===== src/rtl/beck_pkg.sv =====
package beck_pkg;

  typedef enum logic [2:0] {
    VC_NONE        = 3'd0,
    VC_EMPTY_FIRST = 3'd1,
    VC_HOLE        = 3'd2,
    VC_PARTIAL_MID = 3'd3,
    VC_PARTIAL_RD  = 3'd4
  } violCode_t;

  // Strobes from the position tracker to the lane datapath
  typedef struct packed {
    logic chkFirst;  // opening beat of a multi-beat write
    logic chkMid;    // middle beat of a multi-beat write
    logic chkLast;   // closing beat of a multi-beat write
    logic chkRead;   // multi-beat read command
    logic mute;      // burst already reported
  } chkStrobe_t;

endpackage


===== src/rtl/burst_be_ctrl.sv =====
module burst_be_ctrl
  import beck_pkg::*;
#(
  parameter int BC_W = 7
) (
  input  logic            clk,
  input  logic            rstN,
  input  logic            rdValid,
  input  logic            wrValid,
  input  logic [BC_W-1:0] burstCount,
  input  logic            violNow,
  output chkStrobe_t      strb,
  output logic            abortValid
);

  localparam logic [BC_W-1:0] ONE = BC_W'(1);

  logic            active;
  logic [BC_W-1:0] beatsLeft;
  logic            flagged;
  logic [BC_W-1:0] lenNow;
  logic            multiNow;
  logic            lastBeat;

  always_comb begin
    lenNow   = (burstCount == '0) ? ONE : burstCount;
    multiNow = lenNow > ONE;
    lastBeat = wrValid & (active ? (beatsLeft == ONE) : !multiNow);
    strb.chkFirst = wrValid & !active & multiNow;
    strb.chkMid   = wrValid & active & (beatsLeft != ONE);
    strb.chkLast  = wrValid & active & (beatsLeft == ONE);
    strb.chkRead  = rdValid & (burstCount > ONE);
    strb.mute     = wrValid & active & flagged;
  end

  always_ff @(posedge clk) begin
    if (!rstN) begin
      active     <= 1'b0;
      beatsLeft  <= '0;
      flagged    <= 1'b0;
      abortValid <= 1'b0;
    end else begin
      abortValid <= (rdValid & violNow) |
                    (lastBeat & ((active & flagged) | violNow));
      if (wrValid) begin
        if (lastBeat) begin
          active  <= 1'b0;
          flagged <= 1'b0;
        end else if (!active) begin
          active    <= 1'b1;
          beatsLeft <= lenNow - ONE;
          flagged   <= violNow;
        end else begin
          beatsLeft <= beatsLeft - ONE;
          flagged   <= flagged | violNow;
        end
      end
    end
  end

  AST_NO_RD_WR_SAME_CYCLE: assert property (@(posedge clk) disable iff (!rstN)
    !(rdValid && wrValid));
  AST_SINGLE_BEAT_FREE: assert property (@(posedge clk) disable iff (!rstN)
    (wrValid && !active && burstCount <= ONE) |-> !violNow);
  AST_ONCE_PER_BURST: assert property (@(posedge clk) disable iff (!rstN)
    (wrValid && active && flagged) |-> !violNow);
  AST_ABORT_AFTER_END: assert property (@(posedge clk) disable iff (!rstN)
    abortValid |-> !active);

endmodule


===== config.mk =====
export PLATFORM = sky130hd
export DESIGN_NAME = burst_be_ctrl
export DESIGN_NICKNAME = d
export VERILOG_FILES = /design/src/rtl/beck_pkg.sv /design/src/rtl/burst_be_ctrl.sv
export SDC_FILE = /design/constraint.sdc
export NUM_CORES = 1
export LEC_CHECK = 0
export BUFFER_PORTS_ARGS = -buffer_cell sky130_fd_sc_hd__buf_2
export CORE_MARGIN = 2
export CORE_UTILIZATION = 40
export CTS_CLUSTER_SIZE = 16
export DETAILED_ROUTE_END_ITERATION = 8
export MAX_ROUTING_LAYER = met4
export SLEW_MARGIN = 20
export SYNTH_ARGS = -nofsm -noshare
export SYNTH_HDL_FRONTEND = slang
export SYNTH_SLANG_ARGS = --single-unit

===== constraint.sdc =====
create_clock -name clk -period 4.88 [get_ports clk]
set_clock_uncertainty 0.15 [all_clocks]
set_input_delay 1.22 -clock clk [delete_from_list [all_inputs] [get_ports clk]]
set_output_delay 1.22 -clock clk [all_outputs]
set_load 0.1 [all_outputs]

* Word-level counts from Yosys, hierarchy flattened *
Index checks and enable logic that the tools add are counted.

storage, ports and cells
  register bits after elaboration = 10
  logic and storage cells = 35
  output and inout bits = 6
  input bits = 12

operators by class
  reductions and logical operators = 4
  $lt $le $gt $ge = 2
  equal/unequal tests = 2
  add/subtract/negate cells = 2
  multiplexer cells = 6
  bitwise gates (word level) = 15

operators by type and width
  operator             count
  $gt 7x1->1 const B   2
  $mux 7               2
  $sub 7x1->7 const B  2
  $and 1x1->1          11
  $eq 7x1->1 const B   1
  $logic_not 7->1      1
  $ne 7x1->1 const B   1
  $mux 1               4
  $or 1x1->1           3
  $logic_not 1->1      2
  $reduce_and 2->1     1
  $not 1->1            1

* Longest topological paths before layout *
  depth in word-level cells = 8
  mapped depth = 9
  gate-level depth less buffers = 8

* Worst setup path after synthesis *
OpenSTA, ideal clock, no wires.

  path kind = in2out
  start point = in burstCount[2]
  end point = out strb[4] in the netlist's numbering
  data required time = 3.510 ns
  buffers on the path = 0
  path slack = -0.463 ns
  arrival time = 3.973 ns
  stages = 7
  cells stage by stage = nor3_1 > a21oi_1 > inv_1 > ha_1 > or4b_1 > nor3_1 > nor3_1

RTL lines
  item                RTL line             source
  start: declaration  burst_be_ctrl.sv:10  input logic [BC_W-1:0] burstCount,
  end: declaration    burst_be_ctrl.sv:12  output chkStrobe_t strb,

==> summary.txt <==
Outcome
  • Status: finished, final reports clean

Setup path
  • Critical setup path kind: input pin to output port
  • Critical-path cell list: buf_2, nor3_1, a21oi_1, inv_1, ha_1, or4b_1, nor3_1, nor3_2, buf_2
  • CP Buf/Inv Count: 3
  • CP peak stage delay: 0.50 ns
  • Nature of the critical path endpoint: output port
  • Data arrival, critical path: 3.15 ns
  • WP data required: 3.51 ns
  • Crit path max fanout: 7
  • Delay-heaviest family, CP: simple AND/OR/NAND/NOR gates
  • Startpoint Class: input pin
  • Slowest stage cell on the critical path: or4b_1

Global routing
  • Vias in the first global route: ~800
  • Gr usage total: 0.203
  • Total congestion overflow: 0
  • Initial antenna violation count: 0
  • Largest net degree at the start of global routing: 20
  • First-pass GRT wire length: 3.80 mm

Floorplanning
  • I/O pins: 18
  • Die Wd: between 40 and 50 um
  • Rows: 16
  • DIE AREA: 0.00250 mm2
  • Core box area: 0.00198 mm2
  • Initial core utilization: 0.427
  • Die height: 50.0 um

Pwr
  • Peak VDD IR: about 0.16 mV
  • Leakage: 0.379 nW
  • Pwr/cell area: ~240 mW/mm2

Cells and area
  • Area growth syn-to-layout: 13.2%
  • Fin nets: 138
  • Diodes inserted: 0
  • Share of cells above drive strength 1: 0.233
  • Layout Cells excl Fill: roughly 150

Clocking
  • Clock Pin Slew Worst Setup and Hold Paths: 0.06 ns
  • Post-CTS setup buffers: 0
  • Post-CTS resize count: 0
  • Root buffer cell: clkbuf_4
  • Sink Count: 10
  • Hold_buf cts: 0
  • CTS max path bufs: 2
  • Clk Latency, worst-skew pair: 0.27 ns
  • CTS Buf Count: 3
  • CTS tree: yes
  • H-Tree Depth: 1

Yosys
  • Sequential element share of the synthesized area: 0.237
  • Synth unique cells: between 40 and 50
  • Cell with the most instances after synthesis: dfxtp_1
  • Area leader, netlist: dfxtp_1
  • Mapped Area: 846 um2
  • Number of synthesized flops with an enable pin: 0
  • Syn_nets: ~120
  • Post-synth top cells: dfxtp_1 (10), nand2_1 (9), nor3_1 (7), o21ai_0 (7), inv_1 (6)
  • Number of synthesized register bits: 10
  • Avg Synthesized Cell Area: around 8.1 um2
  • Ys Warns: 0
  • Share of the synthesized area in the top cell type: 0.237
  • Mapped Cells: 105
  • Async SR Flop Fraction: 0
  • Area contributors post-synth: dfxtp_1 (24%), ha_1 (5.9%), nor3_1 (4.1%)
  • Most used DFF post-synth: dfxtp_1

Worst hold path
  • Worst min path class: register to register

Timing
  • Slew @ Worst Pin: 0.631 ns
  • Count of final setup violators: 0
  • RSZ-0062 raised after global routing: no
  • Min cycle time layout: 4.52 ns
  • Pins over their slew limit: 0
  • Final Worst Setup Slack: 0.362 ns
  • Fin. Hold Viols: 0
  • Max Clock Freq: 0.221 GHz
  • Final worst-path cycle share: 0.926
  • Relative slew slack: 0.576
  • Post-route setup TNS: 0 ns

Drt
  • Vias per Instance: 6.24
  • DR pass1 iterations: 4
  • Drt first-iter violations: 22
  • Antenna viol nets, final: 0
  • Per-cell routed wire length: 15.1 um
  • Overall routed net length: 2.22 mm
  • DR vias: 917
  • DRC: 0

Placement
  • Port bufs: 17
  • Placed wire-length estimate: 1.68 mm
  • RePlAce Congestion: 0.861
  • Cell count after placement: 144
  • DP Worst Slack: a little under 0.4 ns

Job
  • Max-capacitance violation count: 0
==> cells in the final DEF (no fill, tap or decap), types with 2 or more instances in the layout <==
master and n:
buf_2 17, dfxtp_1 10, nand2_1 9, o21ai_0 7
inv_1 6, nor3_1 6, a21oi_1 5, a31oi_1 5
nand4_1 4, ha_1 4, nor4_1 3, o31ai_1 3
clkbuf_4 3, or4b_1 2, nor2_1 2, nand3_1 2
and3_1 2, and2_1 2, or4_1 2, o41ai_1 2
xor2_1 2, nand2b_1 2, a41o_1 2, a41oi_2 2
==> where the power goes <==
part	leakage, nW	internal, W	total, W	switching [W]
registers	0.0827	0.0000886	0.0000968	0.00000825
logic	0.282	0.0000250	0.0000791	0.0000541
clock network	0.0138	0.0000286	0.0000578	0.0000292
==> area by class of cell <==
| cell class | instances | area (um2) |
|---|---|---|
| Inverter | 7 | 26.3 |
| Multi-Input combinational cell | 83 | 589 |
| Fill cell | 215 | 1020 |
| Tap cell | 27 | 33.8 |
| Clock buffer | 3 | 22.5 |
| Sequential cell | 10 | 200 |
| Timing Repair Buffer | 17 | 85.1 |
==> worst paths after layout <==
kind                 start      endpoint  slack [ns]  depth (start not counted)
max          burstCount[4]       strb[4]        0.36                          9
max reg2reg         active  beatsLeft[4]        2.68                          4
min                flagged       flagged        0.33                          2
min reg2reg        flagged       flagged        0.33                          2
==> metal layers <==
metal	vias up	wire length (um)	GRT usage
met2	29	1080	0.300
li1	449	-	-
met3	5	124	0.0485
met1	434	994	0.273
met5	-	0	-
met4	0	22	0.0556
==> sequential cells by signal, indices dropped and copies added (netlist names) <==
register,cells
abortValid,1
active,1
beatsLeft,7
flagged,1
==> through the flow <==
stage               hold WS (ns)  area [um2]  total power [W]   util
finish                     0.328         957         0.000234  0.483
global route               0.350         957         0.000248  0.483
CTS                        0.331         957         0.000236  0.483
detailed placement         0.322         935         0.000177  0.472
global placement           0.316         935         0.000176  0.472
floorplan                  0.299         851         0.000156      -
==> cell families after synthesis <==
logic type               Yosys count  share of synthesized area
flip-flops                        10                      0.237
XOR/XNOR                           2                     0.0207
buffers and inverters             12                     0.0725
adder cells (fa/ha/maj)            4                     0.0592
AND/OR/NAND/NOR                   42                      0.296
AO/OA/AOI/OAI                     35                      0.315
==> worst min-delay path: stages, from the launching register on <==
cell	delay [ns]
dfxtp_1	0.30
o21ai_0	0.07
a21oi_1	0.06
(Power assumes the default switching activity.)
